[src/rtl/bpred_pkg.sv]
package bpred_pkg;
  typedef logic [1:0] ctr2_t;

  localparam ctr2_t CTR_WEAK_LOW = 2'b01;

  // saturating one-step move of a 2-bit counter
  function automatic ctr2_t ctr_step(input ctr2_t c, input logic up);
    ctr2_t n;
    if (up) n = (c == 2'b11) ? c : c + 2'b01;
    else    n = (c == 2'b00) ? c : c - 2'b01;
    return n;
  endfunction
endpackage

[src/rtl/bp_ctr_table.sv]
module bp_ctr_table
  import bpred_pkg::*;
#(
  parameter int    IDX_W = 3,
  parameter ctr2_t INIT  = CTR_WEAK_LOW
) (
  input  logic             clk,
  input  logic             rst_n,
  input  logic [IDX_W-1:0] rd_idx,
  output ctr2_t            rd_ctr,
  input  logic             wr_en,
  input  logic [IDX_W-1:0] wr_idx,
  input  logic             wr_up
);
  localparam int DEPTH = 1 << IDX_W;

  ctr2_t cells [DEPTH];

  assign rd_ctr = cells[rd_idx];

  always_ff @(posedge clk or negedge rst_n) begin
    if (!rst_n) begin
      for (int i = 0; i < DEPTH; i++) cells[i] <= INIT;
    end else if (wr_en) begin
      cells[wr_idx] <= ctr_step(cells[wr_idx], wr_up);
    end
  end
endmodule

[src/rtl/bp_hist_table.sv]
module bp_hist_table #(
  parameter int IDX_W  = 3,
  parameter int HIST_W = 3
) (
  input  logic              clk,
  input  logic              rst_n,
  input  logic [IDX_W-1:0]  rd_idx,
  output logic [HIST_W-1:0] rd_hist,
  input  logic              wr_en,
  input  logic [IDX_W-1:0]  wr_idx,
  input  logic              wr_bit
);
  localparam int DEPTH = 1 << IDX_W;

  logic [HIST_W-1:0] slots [DEPTH];

  assign rd_hist = slots[rd_idx];

  always_ff @(posedge clk or negedge rst_n) begin
    if (!rst_n) begin
      for (int i = 0; i < DEPTH; i++) slots[i] <= '0;
    end else if (wr_en) begin
      slots[wr_idx] <= {slots[wr_idx][HIST_W-2:0], wr_bit};
    end
  end
endmodule

[src/rtl/tourney_bp.sv]
module tourney_bp
  import bpred_pkg::*;
#(
  parameter int PC_W    = 32,
  parameter int SLOT_W  = 3,
  parameter int LHIST_W = 3,
  parameter int GHIST_W = 3
) (
  input  logic               clk,
  input  logic               rst_n,
  input  logic               req_valid,
  input  logic [PC_W-1:0]    req_pc,
  output logic               pred_valid,
  output logic               pred_taken,
  output logic               pred_local,
  output logic               pred_global,
  output logic [LHIST_W-1:0] pred_lhist,
  output logic [GHIST_W-1:0] pred_ghist,
  input  logic               upd_valid,
  input  logic [PC_W-1:0]    upd_pc,
  input  logic               upd_taken,
  input  logic               upd_local_pred,
  input  logic               upd_global_pred,
  input  logic [LHIST_W-1:0] upd_lhist,
  input  logic [GHIST_W-1:0] upd_ghist
);
  localparam int SLOT_LO = 2;
  localparam int SLOT_HI = SLOT_LO + SLOT_W - 1;

  logic [SLOT_W-1:0]  req_slot, upd_slot;
  logic [LHIST_W-1:0] lhist_rd;
  logic [GHIST_W-1:0] ghr_q;
  ctr2_t              lctr, gctr, cctr;
  logic               chooser_wr;

  assign req_slot = req_pc[SLOT_HI:SLOT_LO];
  assign upd_slot = upd_pc[SLOT_HI:SLOT_LO];

  logic unused_pc_bits;
  assign unused_pc_bits = ^{req_pc[PC_W-1:SLOT_HI+1], req_pc[SLOT_LO-1:0],
                            upd_pc[PC_W-1:SLOT_HI+1], upd_pc[SLOT_LO-1:0],
                            cctr[0], lctr[0], gctr[0]};

  // per-slot outcome history
  bp_hist_table #(.IDX_W(SLOT_W), .HIST_W(LHIST_W)) u_lhist (
    .clk(clk), .rst_n(rst_n),
    .rd_idx(req_slot), .rd_hist(lhist_rd),
    .wr_en(upd_valid), .wr_idx(upd_slot), .wr_bit(upd_taken)
  );

  // counters selected by per-slot history (trained at the captured history)
  bp_ctr_table #(.IDX_W(LHIST_W), .INIT(CTR_WEAK_LOW)) u_lpht (
    .clk(clk), .rst_n(rst_n),
    .rd_idx(lhist_rd), .rd_ctr(lctr),
    .wr_en(upd_valid), .wr_idx(upd_lhist), .wr_up(upd_taken)
  );

  // counters selected by shared history
  bp_ctr_table #(.IDX_W(GHIST_W), .INIT(CTR_WEAK_LOW)) u_gpht (
    .clk(clk), .rst_n(rst_n),
    .rd_idx(ghr_q), .rd_ctr(gctr),
    .wr_en(upd_valid), .wr_idx(upd_ghist), .wr_up(upd_taken)
  );

  // chooser: trains only on disagreement, upward when the global guess was right
  assign chooser_wr = upd_valid && (upd_local_pred != upd_global_pred);

  bp_ctr_table #(.IDX_W(SLOT_W), .INIT(CTR_WEAK_LOW)) u_chooser (
    .clk(clk), .rst_n(rst_n),
    .rd_idx(req_slot), .rd_ctr(cctr),
    .wr_en(chooser_wr), .wr_idx(upd_slot), .wr_up(upd_global_pred == upd_taken)
  );

  always_ff @(posedge clk or negedge rst_n) begin
    if (!rst_n)         ghr_q <= '0;
    else if (upd_valid) ghr_q <= {ghr_q[GHIST_W-2:0], upd_taken};
  end

  assign pred_valid  = req_valid;
  assign pred_local  = lctr[1];
  assign pred_global = gctr[1];
  assign pred_taken  = cctr[1] ? gctr[1] : lctr[1];
  assign pred_lhist  = lhist_rd;
  assign pred_ghist  = ghr_q;
endmodule

[config.mk]
export PLATFORM = sky130hd
export DESIGN_NAME = tourney_bp
export DESIGN_NICKNAME = d
export VERILOG_FILES = /design/src/rtl/bpred_pkg.sv /design/src/rtl/bp_ctr_table.sv /design/src/rtl/bp_hist_table.sv /design/src/rtl/tourney_bp.sv
export SDC_FILE = /design/constraint.sdc
export NUM_CORES = 1
export LEC_CHECK = 0
export ABC_CLOCK_PERIOD_IN_PS = 3400
export BUFFER_PORTS_ARGS = -buffer_cell sky130_fd_sc_hd__buf_4
export CAP_MARGIN = 0
export CORE_ASPECT_RATIO = 1.75
export CORE_MARGIN = 5
export CORE_UTILIZATION = 50
export DETAILED_ROUTE_END_ITERATION = 16
export PLACE_DENSITY = 0.76
export SYNTH_ARGS = -nofsm -noshare
export SYNTH_HDL_FRONTEND = slang
export SYNTH_SLANG_ARGS = --single-unit
[constraint.sdc]
create_clock -name clk -period 3.4 [get_ports clk]
set_input_delay 0.17 -clock clk [delete_from_list [all_inputs] [get_ports clk]]
set_output_delay 0.17 -clock clk [all_outputs]
set_load 0.01 [all_outputs]
# After elaboration in Yosys (flattened, before gate mapping)
# Index checks and enable logic that the tools add are counted.
totals:
  ff_bits: 75
  latch_bits: 0
  ramBits: 0
  romBits: 0
  out_inout_bits: 10
  wordCells: 115
  memories: 0
classes:
  n_addsub: 6
  mul: 0
  div_mod_pow: 0
  magnitude_cmp: 9
  n_eq_ne: 5
  shifts: 0
  mux: 49
  n_bitwise: 6
  n_reduce_logical: 7
op_table:
  columns: ["op", "n"]
  rows:
  - ["2-bit 2-to-1 mux", 29]
  - ["16-bit bitwise mux", 3]
  - ["2-bit binary-select mux with 3-bit select", 6]
  - ["24-bit bitwise mux", 1]
  - ["4-bit greater-or-equal comparator, second input constant", 6]
  - ["3-bit inverter with 4-bit output", 6]
  - ["3-bit binary-select mux with 3-bit select", 2]
  - ["2-bit demux with 3-bit select", 3]
  - ["4-bit by 1-bit less-than comparator with 1-bit output, second input constant", 3]
  - ["3-bit demux with 3-bit select", 1]
  - ["3-bit 2-to-1 mux", 3]
  - ["2-bit by 1-bit adder with 2-bit output, second input constant", 3]
  - ["2-bit equality test, second input constant", 3]
  - ["2-bit logical NOT", 3]
  - ["2-bit by 1-bit subtractor with 2-bit output, second input constant", 3]
  - ["1-bit logical AND", 4]
  - ["1-bit equality test", 1]
  - ["1-bit 2-to-1 mux", 1]
  - ["1-bit inequality test", 1]

# Depth between registers and ports, before layout
# Gate-level depths: netlist (run 1).
logic_depth:
  word_depth: 9
  depth_mapped: 7
  depth_no_buf: 6

# By module
# Synthesis (run 1) repeated with hierarchy kept, for this count alone.
unflattened:
  hier_cells: 400
  area_unflattened_um2: 4325.4
modules_own_cells:
  columns: ["mod", "instances", "cells_per_inst", "area_each_um2", "seq_area_each_um2"]
  rows:
  - ["bp_ctr_table (u_chooser ...)", 2, 91, 945.9, 410.4]
  - ["bp_hist_table", 1, 115, 1312.5, 600.6]
  - ["bp_ctr_table (u_lpht)", 1, 92, 968.4, 410.4]
  - ["tourney_bp", 1, 11, 152.6, 75.1]

# Worst setup path after synthesis (run 1)
# No wires, ideal clock.
synth_timing:
  kind: "input to output"
  start: "in req_pc[2]"
  end: "out pred_taken"
  t_arrival_ns: 1.849
  t_required_ns: 3.230
  setup_slack_ns: 1.381
  path_stages: 6
  cell_sequence: "buf_6 mux4_1 mux2_2 mux2i_1 mux2_4 mux2_4"
synth_via:
  elab_chain_len: 9
synth_lines:
  columns: ["element", "line", "rtl"]
  rows:
  - ["start, declared", "tourney_bp.sv:12", "input logic [PC_W-1:0] req_pc,"]
  - ["3-bit inverter with 4-bit output (implied by the code)", "bp_hist_table.sv:17", "assign rd_hist = slots[rd_idx];"]
  - ["3-bit binary-select mux with 3-bit select", "bp_hist_table.sv:17", null]
  - ["3-bit 2-to-1 mux (implied by the code) (2 in series)", "bp_hist_table.sv:17", null]
  - ["named net pred_lhist[2]", "tourney_bp.sv:17", "output logic [LHIST_W-1:0] pred_lhist,"]
  - ["3-bit inverter with 4-bit output (implied by the code)", "bp_ctr_table.sv:19", "assign rd_ctr = cells[rd_idx];"]
  - ["2-bit binary-select mux with 3-bit select", "bp_ctr_table.sv:19", null]
  - ["2-bit 2-to-1 mux (implied by the code) (2 in series)", "bp_ctr_table.sv:19", null]
  - ["named net pred_local", "tourney_bp.sv:15", "output logic pred_local,"]
  - ["1-bit 2-to-1 mux", "tourney_bp.sv:82", "assign pred_taken = cctr[1] ? gctr[1] : lctr[1];"]
  - ["end, declared", "tourney_bp.sv:14", "output logic pred_taken,"]
# The timed path passes the listed nets, and every way through them passes these cells. The select of a mux whose other input is x is not followed.

# Final worst setup path (run 1)
layout_timing:
  start: "reg u_lhist.slots[15] (netlist name)"
  end: "out pred_taken"
layout_via:
  elab_chain_len: 8
layout_lines:
  columns: ["element", "line", "rtl"]
  rows:
  - ["start, declared", "bp_hist_table.sv:15", "logic [HIST_W-1:0] slots [DEPTH];"]
  - ["start signal, assigned by index", "bp_hist_table.sv:23", "slots[wr_idx] <= {slots[wr_idx][HIST_W-2:0], wr_bit};"]
  - ["3-bit binary-select mux with 3-bit select", "bp_hist_table.sv:17", null]
  - ["3-bit 2-to-1 mux (implied by the code) (2 in series)", "bp_hist_table.sv:17", null]
  - ["3-bit inverter with 4-bit output (implied by the code)", "bp_ctr_table.sv:19", null]
  - ["2-bit binary-select mux with 3-bit select", "bp_ctr_table.sv:19", null]
  - ["2-bit 2-to-1 mux (implied by the code) (2 in series)", "bp_ctr_table.sv:19", null]
  - ["1-bit 2-to-1 mux", "tourney_bp.sv:82", null]
# Every way passes these cells. The select of a mux whose other input is x is not followed.

==> impl_metrics.py, run 1 <==
metrics = {
    "timing": {
        "timing.final.crit_share_pct": 75.72,
        "max_freq_mhz": 388.4,
        "maxSlewHeadroom_pct": 37.07,
        "finalHoldViolations": 19,
        "fin_worst_skew_ns": 0.007676,
        "final.setup.worst_slack_ns": 0.8254,
        "worstMarginPinSlew_ns": 0.9439,
        "min_period_ns": 2.575,
        "rsz0062_at_grt": "false",
        "finalMaxSlewViolations": 0,
        "hold_ws_ns": -0.02959,
        "fin_tns_setup_ns": 0,
        "setup_viol": 0,
    },
    "critical_path": {
        "crit_top_cell": "mux2i_1",
        "required_ns": 3.23,
        "critPathKind": "reg2out",
        "endpoint_kind": "primary output",
        "cp_max_fo": 5,
        "crit_family": "multiplexers",
        "cp.buffers_inverters": 1,
        "critPathMaxStageDelay_ns": 0.59,
        "crit_arrival_ns": 2.40,
        "cp_cell_sequence": "mux2i_1 -> mux4_2 -> mux2i_1 -> mux2i_1 -> mux2_4 -> mux2_4 -> buf_4",
        "cpMaxStageDelayCell": "mux4_2",
        "crit_path_start_kind": "flop",
    },
    "status": {
        "status": "finished, violations left",
        "violations": "negative hold slack",
    },
    "synthesis": {
        "synth_cells": 325,
        "syn-num-nets": 402,
        "synth_compound_area_share_pct": 5.234,
        "yosysWarnings": 0,
        "synth-simple-area-share_pct": 9.791,
        "syn_area_um2": 4064,
        "synth_xor_area_share_pct": 0.6466,
        "ys_seq_area_share_pct": 46.92,
        "synth_adder_area_share_pct": 1.539,
        "synthMuxAreaShare_pct": 33.44,
        "syn_avg_cell_area_um2": 12.50,
        "synth-seq-cells": 75,
        "synth_top_family_by_area": "multiplexers",
        "yosysUniqueCellTypes": 42,
    },
    "power_and_ir_drop": {
        "powerDensity_nw_per_um2": 776.7,
        "switchingPower_w": 0.0009996,
        "p_int_w": 0.002581,
        "ir_worst_vdd_v": 0.0004644,
        "p_leak_nw": 1.981,
        "p_comb_share_pct": 28.3,
        "p_sw_share_pct": 27.92,
        "power_frac_seq_pct": 42.7,
        "pwr-share-clk_pct": 29.0,
    },
    "cts": {
        "post_cts_buffers": 0,
        "clkSlewWorstSetupHoldPaths_ns": 0.06,
        "postCtsHoldBufs": 0,
        "cts_tree": "built",
        "clock_tree.buffer_depth": 2,
        "cts-buffers-inserted": 9,
        "post_cts_resized": 0,
        "htree_num_levels": 3,
        "clock-sinks": 75,
        "clkLatencyLatePin_ns": 0.34,
        "ctsRootBufferMaster": "clkbuf_16",
    },
    "global_route": {
        "first_global_vias": 2826,
        "antenna_found_initial": 0,
        "grt_usage_pct": 18.39,
        "grt_overflow_total": 0,
        "grt_pass1_wl_um": 14110,
        "grt_max_degree": 76,
    },
    "route": {
        "drt-total-wl_um": 8701,
        "dr_total_vias": 2714,
        "ant_nets": 0,
        "avgRoutedWirePerCell_um": 19.91,
        "drc": 0,
        "initialDrtViolationCount": 151,
        "dr.pass1.iters": 5,
        "via_per_inst": 6.211,
    },
    "cells_and_area": {
        "drive_gt1_share_pct": 42.65,
        "num_antenna_cells": 0,
        "utilization_pct": 57.89,
        "final_nets": 419,
        "nFillCells": 665,
        "area_growth_pct": 13.42,
    },
    "job": {
        "maxCapViolations": 0,
    },
    "placed_design": {
        "place.gp.congestion": 0.8624,
        "port_buffers": 26,
        "dp.final_hpwl_um": 6159,
        "place_ws_ns": 1.129,
    },
    "floorplan": {
        "std_cell_rows": 43,
        "die_area_um2": 10100,
        "coreArea_um2": 7963,
        "die_x_um": 78.15,
        "io_pins": 87,
        "start_util_pct": 51.04,
        "die_y_um": 129.3,
    },
    "worst_hold_path": {
        "min_path_type": "in2async",
    },
}
## flip-flops by register name, indices dropped and copies added, names as in the netlist
| name | flops |
|---|---|
| u_lhist.slots | 24 |
| u_chooser.cells | 16 |
| u_gpht.cells | 16 |
| u_lpht.cells | 16 |
| pred_ghist | 3 |
## kinds of logic (layout without fill, tap and decap cells)
group                    count (synthesis)  count (layout)
AND/OR/NAND/NOR                         78              78
buffers and inverters                   22              44
multiplexers                           105             105
XOR/XNOR                                 3               3
adder cells (fa/ha/maj)                  6               6
AO/OA/AOI/OAI                           36              36
flip-flops                              75              75
## area by class of cell
class | instances | area [µm²] | area share [%]
Clock inverter | 4 | 72.57 | 1.574
Sequential cell | 75 | 1907 | 41.37
Multi-Input combinational cell | 228 | 2058 | 44.65
Tap cell | 90 | 112.6 | 2.443
Inverter | 2 | 7.507 | 0.1629
Timing Repair Buffer | 26 | 195.2 | 4.235
Clock buffer | 12 | 256.5 | 5.565
## routing by layer
metal	share of wire, %	global-route usage, %	routed length, µm
met1	37	19.52	3259
met2	55	32.42	4780
met4	4.1	11.33	356
met5	0	0	0
met3	3.5	4.659	306
## power by group through the flow
stage	registers (W)	clock network, W	logic, W
after detailed placement	0.00154	0	0.00102
after floorplan	0.00146	0	0.000774
after global routing	0.00157	0.00110	0.00111
final	0.00153	0.00104	0.00101
after CTS	0.00153	0.00106	0.00103
after global placement	0.00152	0	0.000985
## worst paths after layout
| path | startpoint | end | slack, ns | depth (start not counted) |
|---|---|---|---|---|
| min in group clk | upd_taken | u_lhist.slots[21] | 0.23 | 2 |
| max | u_lhist.slots[15] | pred_taken | 0.83 | 7 |
| min | rst_n | u_lpht.cells[9] | -0.03 | 1 |
| max in group asynchronous | rst_n | u_chooser.cells[9] | 2.81 | 1 |
| min reg2reg | u_lhist.slots[5] | u_lhist.slots[5] | 0.48 | 2 |
| max reg2reg | u_gpht.cells[1] | u_gpht.cells[1] | 1.33 | 4 |
## metrics by stage
step	area, µm²	power (W)	std cells	hold slack, ns
4_1_cts	4609	0.003616	437	0.007289
3_3_place_gp	4280	0.002503	421	0.3401
3_5_place_dp	4280	0.002559	421	0.3401
2_1_floorplan	4064	0.002234	325	-0.1256
5_1_grt	4609	0.003777	437	0.05893
6_report	4609	0.003580	437	-0.02959
## synthesized netlist by cell type (all sizes together)
cell type,instances,area (µm²)
a21oi,14,70.07
or2,1,6.260
a211o,1,8.760
or3,1,6.260
nand2,20,75.07
nand3,4,20.02
dfstp,24,630.6
mux4,15,360.3
nand4b,5,43.79
nand3b,1,7.510
o21ai,10,50.05
clkbuf,11,41.29
xnor2,2,17.52
dfrtp,51,1276
inv,2,7.510
xor2,1,8.760
mux2i,18,180.2
nor2b,4,25.02
nor2,20,75.07
and3,2,12.51
nand2b,2,12.51
a22oi,3,22.52
a22o,1,8.760
nor3,8,40.04
a31oi,2,12.51
o2bb2ai,1,8.760
maj3,6,62.56
nor3b,4,30.03
a221oi,1,8.760
nand4,4,25.02
buf,9,50.05
and4b,1,10.01
mux2,72,818.3
nor4b,1,8.760
a211oi,3,22.52
## cells in the final DEF, fill, tap and decap left out, types with 3 or more instances in the layout
cell type,count
mux2_2,69
dfrtp_1,51
buf_4,26
dfstp_2,24
nand2_1,20
nor2_1,20
mux2i_1,18
a21oi_1,14
o21ai_0,10
mux4_2,9
clkbuf_16,9
nor3_1,8
mux4_1,6
nand4b_1,5
nor2b_1,4
maj3_1,4
nor3b_1,4
nand3_1,4
nand4_1,4
a211oi_1,3
a22oi_1,3
Power figures use the tool's default switching activity.
==> inputs of run 2 (changes only) <==
Settings changed: ABC_AREA set to 1, ABC_CLOCK_PERIOD_IN_PS 3400 to 2580, PLACE_DENSITY 0.76 to 0.75.
Clock period 3.4 ns to 2.58 ns, I/O delays scaled along.
==> impl_metrics.py, run 2 <==
metrics = {
    "status": {
        "status": "finished clean",
    },
    "global_route": {
        "grt_usage_pct": 22.10,
        "met2_usage_pct": 38.24,
        "grt_overflow_total": 0,
        "busiest_layer": "met2",
        "use_met1_pct": 24.86,
        "grt_use_met3_pct": 3.562,
        "first_global_vias": 4060,
        "antenna_found_initial": 0,
        "grt_pass1_wl_um": 18690,
        "grt_max_degree": 76,
    },
    "cts": {
        "post_cts_buffers": 0,
        "clkSlewWorstSetupHoldPaths_ns": 0.06,
        "clkLatencyLatePin_ns": 0.34,
        "htree_num_levels": 3,
        "postCtsHoldBufs": 1,
        "clock-sinks": 75,
        "post_cts_resized": 0,
        "ctsRootBufferMaster": "clkbuf_16",
        "clock_tree.buffer_depth": 2,
        "cts-buffers-inserted": 9,
        "cts_tree": "built",
    },
    "floorplan": {
        "die_y_um": 134.4,
        "die_x_um": 81.09,
        "die_area_um2": 10900,
        "coreArea_um2": 8671,
        "std_cell_rows": 45,
        "io_pins": 87,
        "start_util_pct": 51.00,
    },
    "cells_and_area": {
        "final_cell_mix": "nand2_1 (164), inv_1 (75), nor2_1 (73)",
        "area_growth_pct": 12.05,
        "final_nets": 706,
        "top_register": "u_lhist.slots",
        "layout_commonest_cell": "nand2_1",
        "largest_reg_flops": 24,
        "num_antenna_cells": 0,
        "drive_gt1_share_pct": 18.30,
        "nFillCells": 838,
    },
    "power_and_ir_drop": {
        "pwr-share-clk_pct": 31.0,
        "switchingPower_w": 0.001332,
        "powerDensity_nw_per_um2": 804.7,
        "power_frac_seq_pct": 43.4,
        "p_leak_nw": 2.363,
        "ir_worst_vdd_v": 0.0005454,
        "p_comb_share_pct": 25.5,
        "p_sw_share_pct": 33.40,
        "p_int_w": 0.002655,
    },
    "timing": {
        "fin_tns_setup_ns": 0,
        "worstMarginPinSlew_ns": 0.9447,
        "setup_viol": 0,
        "max_freq_mhz": 528.0,
        "fin_worst_skew_ns": 0.004198,
        "timing.final.crit_share_pct": 73.41,
        "min_period_ns": 1.894,
        "finalMaxSlewViolations": 0,
        "hold_ws_ns": 0.06194,
        "rsz0062_at_grt": "false",
        "maxSlewHeadroom_pct": 37.02,
        "finalHoldViolations": 0,
    },
    "route": {
        "via_per_inst": 5.435,
        "dr.pass1.iters": 5,
        "avgRoutedWirePerCell_um": 14.49,
        "initialDrtViolationCount": 277,
        "drt-total-wl_um": 10880,
        "ant_nets": 0,
        "dr_total_vias": 4082,
        "drc": 0,
    },
    "placed_design": {
        "dp.final_hpwl_um": 8022,
        "port_buffers": 26,
        "place.gp.congestion": 0.9134,
    },
    "synthesis": {
        "netlist.area_leader.share_pct": 28.86,
        "synth_edf_count": 0,
        "synth-seq-cells": 75,
        "syn_area_um2": 4422,
        "yosysUniqueCellTypes": 41,
        "yosysWarnings": 0,
        "ys_async_sr_fraction_pct": 100.0,
        "netlist_top_cells_count": "nand2_1 (164), inv_1 (75), nor2_1 (73)",
        "syn_avg_cell_area_um2": 7.321,
        "synth.most_common_cell": "nand2_1",
        "ys_seq_area_share_pct": 43.12,
        "yosysTopAreaCell": "dfrtp_1",
        "syn-num-nets": 681,
        "synth-main-ff-cell": "dfrtp_1",
        "synth_area_leaders": "dfrtp_1 (29%), dfstp_2 (14%), nand2_1 (14%), o21ai_0 (6.5%), inv_1 (6.4%)",
        "synth_cells": 604,
    },
    "critical_path": {
        "required_ns": 2.45,
        "endpoint_kind": "primary output",
        "cp_max_fo": 5,
        "crit_path_start_kind": "flop",
        "crit_arrival_ns": 1.77,
        "critPathKind": "reg2out",
    },
    "worst_hold_path": {
        "min_path_type": "in2reg",
    },
    "job": {
        "maxCapViolations": 0,
    },
}
[run 2: final cells by class]
type / instances / area, µm² / share of cell area, %
Clock inverter: 7 / 68.82 / 1.389
Clock buffer: 9 / 225.2 / 4.545
Sequential cell: 75 / 1907 / 38.48
Multi-Input combinational cell: 434 / 2092 / 42.22
Tap cell: 117 / 146.4 / 2.955
Inverter: 82 / 310.3 / 6.263
Timing Repair Buffer: 27 / 205.2 / 4.141
[run 2: routing by layer]
metal  share of wire [%]  wire (µm)
met5                   0          0
met4                 4.3        472
met3                 5.2        561
met2                  52       5650
met1                  39       4195
[run 2: worst max-delay path, stage by stage (launching register included)]
cell and delay (ns):
dfrtp_1 0.36, inv_1 0.09, nand2_1 0.06, nand3_1 0.10, nand3_2 0.15, nand2_2 0.14
nand2_1 0.06, nand3_1 0.06, nand3_1 0.09, and2_1 0.18, buf_4 0.14
[run 2: final timing paths]
kind	cells after the start	startpoint	to	slack, ns
max	10	u_lhist.slots[0]	pred_local	0.69
min	2	upd_valid	pred_ghist[0]	0.06
max reg2reg	8	u_gpht.cells[9]	u_gpht.cells[12]	1.03
min reg2reg	2	u_gpht.cells[10]	u_gpht.cells[10]	0.46
max in group asynchronous	2	rst_n	u_lhist.slots[15]	1.47
min in group asynchronous	2	rst_n	u_lhist.slots[2]	0.47
[run 2: cell families (layout without fill, tap and decap cells)]
kind of cell              count (synthesis)  count (layout)  synth area share, %
AOI/OAI and AO/OA                       113             113                14.60
xor gates and xnor gates                  2               2               0.3962
buffers and inverters                    95             125                9.564
DFF                                      75              75                43.12
and+or+nand+nor                         319             319                32.31
[run 2: per-stage QoR]
stage	utilization (%)	std cells	cell area, µm²	power, W	setup slack [ns]
CTS	57.14	751	4955	0.004013	0.6737
global placement	53.64	734	4651	0.002719	0.9347
finish	57.14	751	4955	0.003987	0.6859
detailed placement	53.64	734	4651	0.002759	0.9054
global route	57.14	751	4955	0.004247	0.4948
floorplan	-	604	4422	0.002427	1.200
[run 2: power by group through the flow]
stage	sequential, W	clock (W)	combinational (W)
floorplan	0.00169	0	0.000742
global placement	0.00174	0	0.000978
detailed placement	0.00175	0	0.00101
CTS	0.00173	0.00126	0.00102
global route	0.00177	0.00132	0.00116
finish	0.00173	0.00124	0.00102
